==> config.mk <==
export PLATFORM = sky130hd
export DESIGN_NAME = periph_handshake_ctrl
export DESIGN_NICKNAME = d
export VERILOG_FILES = /design/src/rtl/phc_pkg.sv /design/src/rtl/phc_sync.sv /design/src/rtl/phc_burst_gate.sv /design/src/rtl/phc_err_mon.sv /design/src/rtl/periph_handshake_ctrl.sv
export SDC_FILE = /design/constraint.sdc
export NUM_CORES = 1
export LEC_CHECK = 0
export CORE_MARGIN = 5
export CORE_UTILIZATION = 40
export DETAILED_ROUTE_END_ITERATION = 8
export GPL_ROUTABILITY_DRIVEN = 0
export PLACE_DENSITY_LB_ADDON = 0.12
export SLEW_MARGIN = 20
export SYNTH_ARGS = -nofsm -noshare
export SYNTH_HDL_FRONTEND = slang
export SYNTH_SLANG_ARGS = --single-unit
export TNS_END_PERCENT = 50
==> constraint.sdc <==
create_clock -name clk -period 4.05 [get_ports clk]
set_input_delay 0.81 -clock clk [delete_from_list [all_inputs] [get_ports clk]]
set_output_delay 0.81 -clock clk [all_outputs]
set_load 0.03 [all_outputs]
==> src/rtl/phc_pkg.sv <==
package phc_pkg;
   // width needed to hold values 0..n
   function automatic int cnt_width(input int n);
      return (n < 1) ? 1 : $clog2(n + 1);
   endfunction
endpackage

==> src/rtl/phc_sync.sv <==
module phc_sync #(
   parameter int STAGES = 2
) (
   input  logic clk,
   input  logic rst_n,
   input  logic d,
   output logic q
);
   initial begin
      if (STAGES < 2) $error("phc_sync: STAGES must be at least 2");
   end

   logic [STAGES-1:0] chain;

   genvar g;
   generate
      for (g = 0; g < STAGES; g++) begin : g_stage
         if (g == 0) begin : g_first
            always_ff @(posedge clk or negedge rst_n)
               if (!rst_n) chain[0] <= 1'b0;
               else        chain[0] <= d;
         end else begin : g_next
            always_ff @(posedge clk or negedge rst_n)
               if (!rst_n) chain[g] <= 1'b0;
               else        chain[g] <= chain[g-1];
         end
      end
   endgenerate

   assign q = chain[STAGES-1];
endmodule

==> src/rtl/phc_burst_gate.sv <==
module phc_burst_gate #(
   parameter int LIMIT = 2
) (
   input  logic clk,
   input  logic rst_n,
   input  logic oe_s,
   input  logic take,
   output logic allow
);
   import phc_pkg::*;
   localparam int CW = cnt_width(LIMIT);
   localparam logic [CW-1:0] FULL = CW'(LIMIT);

   initial begin
      if (LIMIT < 1) $error("phc_burst_gate: LIMIT must be at least 1");
   end

   logic [CW-1:0] sent_q;

   always_ff @(posedge clk or negedge rst_n)
      if (!rst_n)                     sent_q <= FULL;   // start exhausted
      else if (oe_s)                  sent_q <= '0;
      else if (take && sent_q != FULL) sent_q <= sent_q + 1'b1;

   assign allow = oe_s || (sent_q != FULL);

   // once the allowance is spent under a stop, nothing more is taken
   assert_no_take_when_spent_R5: assert property (@(posedge clk) disable iff (!rst_n)
      (!oe_s && sent_q == FULL) |-> !take);
   assert_sent_bounded_R5: assert property (@(posedge clk) disable iff (!rst_n)
      sent_q <= FULL);
endmodule

==> src/rtl/phc_err_mon.sv <==
module phc_err_mon (
   input  logic clk,
   input  logic rst_n,
   input  logic busy,
   input  logic rdy_check_en,
   input  logic po_err_level,
   input  logic rdy_s,
   input  logic po_s,
   input  logic clr,
   output logic err
);
   logic viol;
   logic err_q;

   // violations count only while a byte is going out
   assign viol = busy && ((rdy_check_en && !rdy_s) || (po_s == po_err_level));

   always_ff @(posedge clk or negedge rst_n)
      if (!rst_n)    err_q <= 1'b0;
      else if (viol) err_q <= 1'b1;   // set beats clear
      else if (clr)  err_q <= 1'b0;

   assign err = err_q;

   assert_err_sticky_R10: assert property (@(posedge clk) disable iff (!rst_n)
      (err_q && !clr) |=> err_q);
   assert_err_needs_busy_R11: assert property (@(posedge clk) disable iff (!rst_n)
      (!err_q && !busy) |=> !err_q);
endmodule

==> src/rtl/periph_handshake_ctrl.sv <==
module periph_handshake_ctrl #(
   parameter int SYNC_STAGES = 2,
   parameter int BURST_LIMIT = 2,
   parameter int BYTE_CYCLES = 8
) (
   input  logic clk,
   input  logic rst_n,
   input  logic sw_cd_always,
   input  logic sw_rdy_check,
   input  logic sw_po_active_high,
   input  logic host_rx_en,
   input  logic tx_req,
   input  logic err_clr,
   input  logic pr_oe,
   input  logic pr_equip_rdy,
   input  logic pr_paper_out,
   output logic rx_gate,
   output logic dsr,
   output logic cd,
   output logic tx_ack,
   output logic tx_busy,
   output logic err
);
   import phc_pkg::*;
   localparam int TW = cnt_width(BYTE_CYCLES);
   localparam int NIN = 3;

   initial begin
      if (BYTE_CYCLES < 1) $error("periph_handshake_ctrl: BYTE_CYCLES must be at least 1");
   end

   // inbound synchronisers
   logic [NIN-1:0] raw_in, syn_in;
   assign raw_in = {pr_paper_out, pr_equip_rdy, pr_oe};

   genvar gi;
   generate
      for (gi = 0; gi < NIN; gi++) begin : g_in
         phc_sync #(.STAGES(SYNC_STAGES)) u_sync (
            .clk(clk), .rst_n(rst_n), .d(raw_in[gi]), .q(syn_in[gi]));
      end
   endgenerate

   logic oe_s, rdy_s, po_s;
   assign oe_s  = syn_in[0];
   assign rdy_s = syn_in[1];
   assign po_s  = syn_in[2];

   // outbound status
   logic dsr_q, rxg_q;
   always_ff @(posedge clk or negedge rst_n)
      if (!rst_n) begin
         dsr_q <= 1'b0;
         rxg_q <= 1'b0;
      end else begin
         dsr_q <= 1'b1;
         rxg_q <= host_rx_en;
      end

   // byte timing and acceptance
   logic          allow, accept, busy_q, ack_q, err_w;
   logic [TW-1:0] tmr_q;

   assign accept = tx_req && !busy_q && !err_w && allow;

   always_ff @(posedge clk or negedge rst_n)
      if (!rst_n) begin
         busy_q <= 1'b0;
         tmr_q  <= '0;
         ack_q  <= 1'b0;
      end else begin
         ack_q <= accept;
         if (accept) begin
            busy_q <= 1'b1;
            tmr_q  <= TW'(BYTE_CYCLES - 1);
         end else if (busy_q) begin
            if (tmr_q == '0) busy_q <= 1'b0;
            else             tmr_q  <= tmr_q - 1'b1;
         end
      end

   phc_burst_gate #(.LIMIT(BURST_LIMIT)) u_gate (
      .clk(clk), .rst_n(rst_n), .oe_s(oe_s), .take(accept), .allow(allow));

   phc_err_mon u_err (
      .clk(clk), .rst_n(rst_n), .busy(busy_q), .rdy_check_en(sw_rdy_check),
      .po_err_level(sw_po_active_high), .rdy_s(rdy_s), .po_s(po_s),
      .clr(err_clr), .err(err_w));

   assign rx_gate = rxg_q;
   assign dsr     = dsr_q;
   assign cd      = sw_cd_always ? dsr_q : busy_q;
   assign tx_ack  = ack_q;
   assign tx_busy = busy_q;
   assign err     = err_w;

   assert_dsr_up_R1: assert property (@(posedge clk) disable iff (!rst_n)
      1'b1 |=> dsr_q);
   assert_ack_single_R4: assert property (@(posedge clk) disable iff (!rst_n)
      ack_q |=> !ack_q);
   assert_ack_with_busy_R4: assert property (@(posedge clk) disable iff (!rst_n)
      ack_q |-> busy_q);
   assert_no_ack_after_err_R10: assert property (@(posedge clk) disable iff (!rst_n)
      err_w |=> !ack_q);
endmodule

* After elaboration in Yosys (flattened, before gate mapping)
Cells that the tools add are included.
** Word-level totals
- Flip-flop bits (word level) :: 17
- Input bits :: 11
- Logic and storage cells :: 45
** Operators by class
- Equal/unequal tests :: 3
- Add/sub/neg operators :: 2
- Reductions and logical operators :: 16
- Multiplexer cells :: 11
** Operators with widths (number)
- 4-bit two-way mux :: 3
- 1-bit logical AND :: 6
- 1-bit two-way mux :: 6
- 2-bit nonzero test :: 3
- 4-bit logical NOT :: 1
- 2-bit two-way mux :: 2
- 2-bit != test (second input constant) :: 2
- 4-bit by 1-bit subtractor with 4-bit output (second input constant) :: 1
- 1-bit logical NOT :: 3
- 2-bit by 1-bit adder with 2-bit output (second input constant) :: 1
- 1-bit logical OR :: 2
- 2-bit AND reduction :: 1
- 1-bit equality test :: 1

* Longest topological paths before layout
- Depth in word-level cells :: 7
- Gate-level depth with buffers :: 6
- Mapped depth without buffers :: 6

* Cells and area by module
From an unflattened synthesis, not the netlist that was laid out.
** Second synthesis, totals
- Cells, all modules :: 51
- Area, all modules :: 699.4 um2
** Modules (own cells, without submodules)
- periph_handshake_ctrl :: instances 1, area each 354.1 um2, seq. area each 200.2 um2, cells each 28
- phc_sync :: instances 3, area each 50.0 um2, seq. area each 50.0 um2, cells each 2
- phc_burst_gate :: instances 1, area each 138.9 um2, seq. area each 51.3 um2, cells each 12
- phc_err_mon :: instances 1, area each 56.3 um2, seq. area each 25.0 um2, cells each 5

* Worst setup path before layout
Ideal clock, no wire load.
- Kind :: in2out
- From :: input port sw_cd_always
- To :: output port cd
- Data required time :: 3240 ps
- Data arrival time :: 1201 ps
- Setup slack :: 2039 ps
- Path buffers :: 0
- Cell stages on the path :: 1
- Path through :: mux2_2
** Between the ends
- Cells in the longest elaborated chain, start to end :: 1
** RTL lines
- start, declared :: RTL line periph_handshake_ctrl.sv:8 : input logic sw_cd_always,
- 1-bit two-way mux :: RTL line periph_handshake_ctrl.sv:92 : assign cd = sw_cd_always ? dsr_q : busy_q;
- end, declared :: RTL line periph_handshake_ctrl.sv:19 : output logic cd,
Every way passes these cells.

* Final worst setup path
Same ends and word-level chain as after synthesis.

==> summary.txt <==
Run status
  • Status: completed

Critical path
  • CP endpoint: cd
  • Worst R2R Path Depth: 3
  • Most frequent CP cell: clkdlybuf4s50_1
  • Levels on crit path: 3
  • Crit-path max FO: 1
  • CP endpoint kind: output pin
  • Critical path arrival: 2.18 ns
  • Crit path launch type: primary input
  • Reg2reg setup slack: 2.43 ns
  • Required time worst endpoint: 3.24 ns
  • CP top delay family: buffers and inverters
  • Setup Crit Path Kind: primary input to output pin
  • Slowest stage delay, CP: 0.59 ns
  • Critical path's slowest cell: clkdlybuf4s50_1
  • R2r endpoint: tmr_q[3]
  • Reg-to-Reg Start: tx_busy
  • Critical path origin: sw_cd_always
  • Critical-path cell list: clkdlybuf4s50_1 > mux2_2 > clkdlybuf4s50_1
  • CP Buf/Inv Count: 2

Clock network
  • H-tree levels: 1
  • Sink Count: 17
  • CTS Hold Buffers Added: 0
  • Clock Path Buffers: 2
  • Worst-path clk slew: 0.09 ns
  • Worst-skew pair later-pin latency: 0.28 ns
  • Root Buffer: clkbuf_4
  • CTS Buf Count: 3
  • CTS tree: yes
  • Post-CTS setup buffer count: 0
  • Post-CTS sizing: 0

STA
  • FMAX: 0.334 GHz
  • Slew @ Worst Pin: 0.741 ns
  • Tcrit/Tclk final: 0.739
  • Min Tclk post-route: 2.99 ns
  • Setup violators final: 0
  • Final hold vios: 0
  • Slew HR: 0.504
  • Fin. max-slew vios: 0
  • Layout Skew: 0.000788 ns
  • RSZ-0062 raised after global routing: no
  • Setup_tns: 0 ns

Finish
  • Register area: 427 µm²
  • FILL cells: 138
  • Area taken by multi-input logic gates: 225 µm²
  • Final Util: 0.563
  • N_diodes: 0
  • Layout area overhead: 30.1%
  • Layout Nets: 90
  • Layout cells sized above 1: 0.0789

Route
  • Initial DRC count: 6
  • WL final: 1180 µm
  • Antenna-violating nets left: 0
  • Vias: 479
  • Avg WL per Cell: 12.8 µm
  • DR pass1 iterations: 4
  • Vias per cell: 5.21
  • Drt drc: 0

Flow run
  • Maxcap violations: 0

Global route
  • First-pass GRT wire length: 2080 µm
  • Antenna violations before repair: 0
  • Congestion Overflow GR: 0
  • GR met3 Demand/Resource: 0.0494
  • Number of global-route vias before repair: 457
  • Busiest grt layer: met2
  • Largest net degree at the start of global routing: 18
  • Total GRT Usage: 0.109
  • Met2 Usage GRT: 0.157
  • Met1 global-route usage: 0.138

Power and ir drop
  • Pwr dens: 549 mW/mm²
  • Worst vdd ir: 0.268 mV
  • LEAKAGE: 0.000385 µW

Die
  • Std-Cell Rows: 14
  • Die Wd: 51.1 µm
  • Die footprint: 0.00261 mm²
  • Io pins: 17
  • CORE AREA: 0.00156 mm²
  • DIE HEIGHT: 51.1 µm
  • Starting density of the core: 0.433

Yosys
  • Register area share after synthesis: 0.633
  • Syn. warnings: 0
  • Avg Inst Size Synth: 11.8 µm²
  • #FFs+latches synth: 17
  • Ys flop type: dfrtp_1
  • Yosys cell types: 23
  • EDFF count, synth: 0
  • Post-Syn Area: 674 µm²
  • Mapped Cells: 57
  • Ys async rst share: 1.00
  • Mapped Nets: 70

Placement
  • Post-DP HPWL: 906 µm
  • Number of port buffers: 16

Min path
  • Worst min path class: register to register
-- cells by family after synthesis --
kind of cell,after synthesis,synth area share
compound gates,13,0.111
xor+xnor,1,0.0130
fa+ha+maj,2,0.0371
buf+inv,6,0.0334
flops,17,0.633
mux,1,0.0167
other cells,1,0.00556
simple gates,16,0.150
-- cell usage in the layout, fill, tap and decap left out --
cell type,n
a21oi_1,3
a21oi_2,1
a221oi_1,1
a31oi_1,2
and3_1,2
clkbuf_1,1
clkbuf_4,3
clkdlybuf4s50_1,16
conb_1,1
dfrtp_1,16
dfstp_2,1
ha_1,2
inv_1,5
mux2_2,1
nand2_1,4
nand2b_1,1
nand3_1,1
nor2b_1,2
nor3b_1,1
o21ai_0,5
o21ai_1,1
or3_1,1
or3b_1,3
or4b_1,1
xnor2_1,1
-- stage by stage --
step / cell area (µm²) / hold slack [ns] / worst slack, ns / cells / total power [µW]
floorplan: 674 / 0.331 / 2.04 / 57 / 338
global placement: 851 / 0.332 / 1.06 / 88 / 395
detailed placement: 851 / 0.336 / 1.05 / 88 / 401
CTS: 877 / 0.358 / 1.05 / 92 / 491
global route: 877 / 0.384 / 1.03 / 92 / 519
finish: 877 / 0.356 / 1.06 / 92 / 481
-- area by class of cell --
type / count / share of cell area
well taps: 16 / 0.0228
multi-input cells: 34 / 0.257
flip-flops and latches: 17 / 0.486
repair buffers: 16 / 0.183
clock buffers: 4 / 0.0300
inverters: 5 / 0.0214
-- report_power, final --
group | leakage [µW] | switching [µW] | internal (µW) | total (µW)
clock network | 0.0000150 | 48.8 | 38.2 | 87.0
registers | 0.000199 | 36.7 | 205 | 242
logic | 0.000171 | 78.5 | 74.1 | 153
total | 0.000385 | 164 | 317 | 481
-- registers in the layout, summed over array words and instances, names as in the netlist --
| name | count |
|---|---|
| dsr | 1 |
| g_in.u_sync.chain | 3 |
| g_in.u_sync.q | 3 |
| rx_gate | 1 |
| tmr_q | 4 |
| tx_ack | 1 |
| tx_busy | 1 |
| u_err.err | 1 |
| u_gate.sent_q | 2 |
-- metal layers --
metal | share of wire | vias to the layer above
li1 | - | 234
met5 | 0 | -
met3 | 0.074 | 2
met2 | 0.47 | 12
met1 | 0.44 | 231
met4 | 0.011 | 0
-- cells in the mapped netlist (2+ instances only) --
cell type | instances | share of area
dfrtp_1 | 16 | 0.59
nand2_1 | 4 | 0.022
a31oi_1 | 2 | 0.019
or3b_1 | 3 | 0.039
nor2b_1 | 2 | 0.019
o21ai_0 | 5 | 0.037
inv_1 | 5 | 0.028
a21oi_1 | 3 | 0.022
ha_1 | 2 | 0.037
and3_1 | 2 | 0.019
-- worst min-delay path by stage --
stage	endpoint	start	depth (start not counted)
global route	g_in[0].u_sync.q	g_in[0].u_sync.chain[0]	0
global placement	g_in[0].u_sync.q	g_in[0].u_sync.chain[0]	0
floorplan	g_in[0].u_sync.q	g_in[0].u_sync.chain[0]	0
finish	g_in[0].u_sync.q	g_in[0].u_sync.chain[0]	0
detailed placement	g_in[0].u_sync.q	g_in[0].u_sync.chain[0]	0
CTS	g_in[0].u_sync.q	g_in[0].u_sync.chain[0]	0
(Power assumes the default switching activity.)
